===== src/rtl/sema_pkg.sv =====
// Shared definitions for the two-port semaphore flag arbiter.
// Assumes: exactly two requesting ports.
package sema_pkg;
    localparam int unsigned NUM_PORTS = 2;

    typedef enum logic {
        SEMA_TAKE = 1'b0,
        SEMA_GIVE = 1'b1
    } sema_op_e;
endpackage


===== src/rtl/sema_pick.sv =====
// Chooses which port is served each cycle and rotates priority.
// Assumes: requests stay asserted until accepted; at most one port is served.
module sema_pick (
    input  logic       clk,
    input  logic       rst_n,
    input  logic [1:0] vld,
    output logic [1:0] acc,
    output logic       win,
    output logic       fire
);
    logic prio_q;

    // Winner: the priority port if both request, otherwise the one requesting.
    always_comb begin
        fire = |vld;
        win  = (vld[0] && vld[1]) ? prio_q : vld[1];
        acc  = fire ? (2'b01 << win) : 2'b00;
    end

    // Priority moves to the port that was not just served.
    always_ff @(posedge clk) begin
        if (!rst_n)
            prio_q <= 1'b0;
        else if (fire)
            prio_q <= ~win;
    end
endmodule


===== src/rtl/sema_flags.sv =====
// Bank of ownerless busy/free flags; one flag is updated per served request.
// Assumes: NUM_SEMA >= 3; an index at or above NUM_SEMA touches no flag.
module sema_flags #(
    parameter int unsigned NUM_SEMA = 8,
    parameter int unsigned IDX_W    = $clog2(NUM_SEMA)
) (
    input  logic                    clk,
    input  logic                    rst_n,
    input  logic                    fire,
    input  sema_pkg::sema_op_e      op,
    input  logic [IDX_W-1:0]        idx,
    output logic [NUM_SEMA-1:0]     flags,
    output logic                    in_range,
    output logic                    was_busy
);
    // Index check and the current state of the addressed flag.
    always_comb begin
        in_range = ({1'b0, idx} < (IDX_W+1)'(NUM_SEMA));
        was_busy = in_range && flags[idx];
    end

    for (genvar i = 0; i < NUM_SEMA; i++) begin : g_flag
        logic hit;
        assign hit = fire && (idx == IDX_W'(i));

        // One flag: cleared on reset or hand-back, set on take.
        always_ff @(posedge clk) begin
            if (!rst_n)
                flags[i] <= 1'b0;
            else if (hit)
                flags[i] <= (op == sema_pkg::SEMA_TAKE);
        end
    end
endmodule


===== src/rtl/sema_resp.sv =====
// Per-port response registers: a strobe and grant bit one cycle after accept.
// Assumes: outcome is valid for the port accepted in the same cycle.
module sema_resp (
    input  logic       clk,
    input  logic       rst_n,
    input  logic [1:0] acc,
    input  logic       outcome,
    output logic [1:0] rsp_vld,
    output logic [1:0] rsp_grant
);
    for (genvar p = 0; p < sema_pkg::NUM_PORTS; p++) begin : g_port
        // Register this port's answer for one cycle.
        always_ff @(posedge clk) begin
            if (!rst_n) begin
                rsp_vld[p]   <= 1'b0;
                rsp_grant[p] <= 1'b0;
            end else begin
                rsp_vld[p]   <= acc[p];
                rsp_grant[p] <= acc[p] && outcome;
            end
        end
    end
endmodule


===== src/rtl/sema_arbiter.sv =====
// Two-port semaphore flag arbiter: take/hand-back on indexed ownerless flags,
// one request per cycle, priority alternating after each served request.
// Assumes: each port holds its request fields steady until req_acc.
module sema_arbiter #(
    parameter  int unsigned NUM_SEMA = 8,
    localparam int unsigned IDX_W    = $clog2(NUM_SEMA)
) (
    input  logic             clk,
    input  logic             rst_n,
    input  logic             p0_req_vld,
    input  logic             p0_req_rel,
    input  logic [IDX_W-1:0] p0_req_idx,
    output logic             p0_req_acc,
    output logic             p0_rsp_vld,
    output logic             p0_rsp_grant,
    input  logic             p1_req_vld,
    input  logic             p1_req_rel,
    input  logic [IDX_W-1:0] p1_req_idx,
    output logic             p1_req_acc,
    output logic             p1_rsp_vld,
    output logic             p1_rsp_grant
);
    logic [1:0]          acc;
    logic                win;
    logic                fire;
    sema_pkg::sema_op_e  sel_op;
    logic [IDX_W-1:0]    sel_idx;
    logic [NUM_SEMA-1:0] flag_q;
    logic                in_range;
    logic                was_busy;
    logic                outcome;
    logic [1:0]          rsp_vld;
    logic [1:0]          rsp_grant;

    sema_pick u_pick (
        .clk  (clk),
        .rst_n(rst_n),
        .vld  ({p1_req_vld, p0_req_vld}),
        .acc  (acc),
        .win  (win),
        .fire (fire)
    );

    // Route the served port's operation and index to the flag bank.
    always_comb begin
        sel_op  = sema_pkg::sema_op_e'(win ? p1_req_rel : p0_req_rel);
        sel_idx = win ? p1_req_idx : p0_req_idx;
    end

    sema_flags #(.NUM_SEMA(NUM_SEMA), .IDX_W(IDX_W)) u_flags (
        .clk     (clk),
        .rst_n   (rst_n),
        .fire    (fire),
        .op      (sel_op),
        .idx     (sel_idx),
        .flags   (flag_q),
        .in_range(in_range),
        .was_busy(was_busy)
    );

    // Answer: take is granted on a free flag, hand-back always on a legal index.
    always_comb begin
        outcome = (sel_op == sema_pkg::SEMA_GIVE) ? in_range : (in_range && !was_busy);
    end

    sema_resp u_resp (
        .clk      (clk),
        .rst_n    (rst_n),
        .acc      (acc),
        .outcome  (outcome),
        .rsp_vld  (rsp_vld),
        .rsp_grant(rsp_grant)
    );

    // Fan the packed internal vectors out to the per-port pins.
    always_comb begin
        p0_req_acc   = acc[0];
        p1_req_acc   = acc[1];
        p0_rsp_vld   = rsp_vld[0];
        p1_rsp_vld   = rsp_vld[1];
        p0_rsp_grant = rsp_grant[0];
        p1_rsp_grant = rsp_grant[1];
    end
endmodule


===== config.mk =====
export PLATFORM = sky130hd
export DESIGN_NAME = sema_arbiter
export DESIGN_NICKNAME = d
export VERILOG_FILES = /design/src/rtl/sema_pkg.sv /design/src/rtl/sema_pick.sv /design/src/rtl/sema_flags.sv /design/src/rtl/sema_resp.sv /design/src/rtl/sema_arbiter.sv
export SDC_FILE = /design/constraint.sdc
export NUM_CORES = 1
export LEC_CHECK = 0
export BUFFER_PORTS_ARGS = -buffer_cell sky130_fd_sc_hd__buf_2
export CORE_MARGIN = 10
export CORE_UTILIZATION = 51
export CTS_CLUSTER_DIAMETER = 50
export DETAILED_ROUTE_END_ITERATION = 7
export PLACE_DENSITY = 0.76
export SETUP_SLACK_MARGIN = 0.3
export SLEW_MARGIN = 20
export SYNTH_ARGS = -nofsm -noshare
export SYNTH_HDL_FRONTEND = slang
export SYNTH_SLANG_ARGS = --single-unit

===== constraint.sdc =====
create_clock -name clk -period 1.6 [get_ports clk]
set_input_delay 0.32 -clock clk [delete_from_list [all_inputs] [get_ports clk]]
set_output_delay 0.32 -clock clk [all_outputs]
set_load 0.02 [all_outputs]

==> metrics.txt <==
status=finished, final reports clean; CTS tree=yes; Core ar.=1490 um^2; clock latency on the worst-skew pair=0.29 ns; skew final=0.00539 ns; cell area after synthesis=792 um^2; Mapped Cells=91; async set-reset flop share out of synthesis=0; Synth top cells by count=mux2i_1, dfxtp_1, nand2_1; Final Wtd Congestion=0.888; Clk Tree Root Cell=clkbuf_4; Worst Setup Path Type=register to register; transition time of the tightest slew-check pin=0.418 ns; Vias=819; final setup TNS=0 ns; drt first pass iters=4; Antenna diodes=0; Yosys reg bits=13; HP Class=primary input to register; Post-Place Worst Slack=between 0.1 and 0.15 ns; Detail Route Antenna Nets=0; top-area cell type share of the netlist area=0.329; Avg WL per Cell=~19 um; Rel. slew slack=0.718; area of the die=3530 um^2; sequential fraction of the synthesis area=0.329; Leak=0.000456 uW; P&R area growth vs syn=31.6%; worst vdd ir=~0.00055 V; port bufs=17; proportion of layout cells with a drive suffix above 1=0.420; Worst Path Arrival=about 1.6 ns; via/cell ratio=6.40; H-tree levels=1; Avg Synthesized Cell Area=8.70 um^2; hold path cells=3; final setup violation count=0; CP Max Fanout=6; post-synth top area cell=dfxtp_1; fmax=0.735 GHz; Max Cap Viol=0; final net count=125; number of global-route vias before repair=739; period utilisation layout=0.850; Max Root-Sink Buffers=2; Clock transition at path regs=0.08 ns; Worst setup SP type=register; pin count of the biggest net entering global routing=13; antenna violations before repair=0; detailed placer's ending HPWL=1580 um; Fin. Hold Viols=0; Worst Path Required=1.81 ns; CTS buffer count=3; Power Dens Cells=between 700 and 800 nW/um^2; top cells by area, synth=dfxtp_1, mux2i_1, nand2_1; Cell variety after synth=29; Final Critical Period=about 1.4 ns; Synth Flop Type=dfxtp_1; wirelength, routed=2380 um; final setup slack of the worst path=0.240 ns; drt drc=0; I/O pin total=18; initial drt markers=27; Starting Density=0.532; total gr overflow=0; Synth warnings=0; first-pass GRT wire length=3340 um; fillers=117; most common cell in the netlist=mux2i_1; R2R cell count=4; Die Ht=just under 60 um; RSZ-0062 raised after global routing=yes; Critical Path Sink Type=register; Overall Global Routing Usage=0.122; hold_buf cts=0; Post-Syn Nets=103; Clock Sinks=13; width of the die=59.4 um; FP Rows=14; EDFF count, synth=0; fin. max-slew vios=0
==> through the flow <==
step            util  instance area (um^2)  total power, uW  hold WS (ns)  std cells
2_1_floorplan      -                   828              469         0.444         91
3_3_place_gp   0.612                   911              513         0.460        120
3_5_place_dp   0.612                   911              515         0.469        120
4_1_cts        0.633                   942              727         0.382        124
5_1_grt        0.700                  1040              799         0.401        128
6_report       0.700                  1040              762         0.387        128
==> what timing repair did <==
item,4_1_cts,5_1_grt
setup buffers,0,4
setup endpoints to repair,10,11
gates resized for setup,2,18
cloned,0,0
pin swaps,0,5
hold endpoints to repair,0,0
==> cells by family (layout without fill, tap and decap cells) <==
kind of cell           Yosys count  count (layout)  share of synthesized area
muxes                           15              15                      0.205
DFF                             13              13                      0.329
and+or+nand+nor                 32              32                      0.232
AOI/OAI and AO/OA               21              21                      0.174
buffers and inverters           10              31                     0.0600
==> critical path, stage by stage (launching register included) <==
cell and delay [ns]:
dfxtp_4 0.39, nor2b_4 0.07, or4_4 0.44, a21oi_2 0.17
mux2i_1 0.22
==> layer usage <==
| metal | track usage | vias to the layer above | part of all wire |
|---|---|---|---|
| li1 | - | 377 | - |
| met1 | 0.134 | 372 | 0.38 |
| met2 | 0.184 | 51 | 0.45 |
| met3 | 0.0451 | 19 | 0.11 |
| met4 | 0.0918 | 0 | 0.061 |
| met5 | 0 | - | 0 |
==> placed cells by master (no fill, tap or decap), drive strengths merged, types with 3 or more instances in the layout <==
master / count
buf: 23
mux2i: 14
dfxtp: 13
nand2: 10
o21ai: 8
a21oi: 6
nor3: 5
inv: 4
clkbuf: 4
nor4b: 3
==> where the power goes <==
part	internal [uW]	total, uW	switching, uW
Clock	97.1	214	117
Sequential	339	350	10.7
Combinational	84.3	198	114
==> sequential cells by signal (all words and copies together), names as in the netlist <==
name	flops
u_flags.flags	8
u_pick.prio_q	1
u_resp.rsp_vld	2
u_resp.rsp_grant	2
==> path summary, 6_finish.rpt <==
| kind | from | to | slack [ns] |
|---|---|---|---|
| setup / recovery | u_pick.prio_q$_SDFFE_PN0N_ | u_flags.flags[0]$_SDFFE_PN0P_ | 0.24 |
| hold / removal | p0_req_idx[2] | u_resp.rsp_grant[0]$_SDFF_PN0_ | 0.39 |
| setup reg to reg | u_pick.prio_q$_SDFFE_PN0N_ | u_flags.flags[0]$_SDFFE_PN0P_ | 0.24 |
| hold reg to reg | u_flags.flags[7]$_SDFFE_PN0P_ | u_flags.flags[7]$_SDFFE_PN0P_ | 0.48 |
==> final cells by class <==
type                    instances  area, um^2  share of cell area
flip-flops and latches         13         267               0.256
well taps                      16        20.0              0.0192
repair buffers                 23         143               0.137
clock buffers                   4        26.3              0.0252
inverters                       4        15.0              0.0144
multi-input cells              68         572               0.549
(Power assumes the default switching activity.)
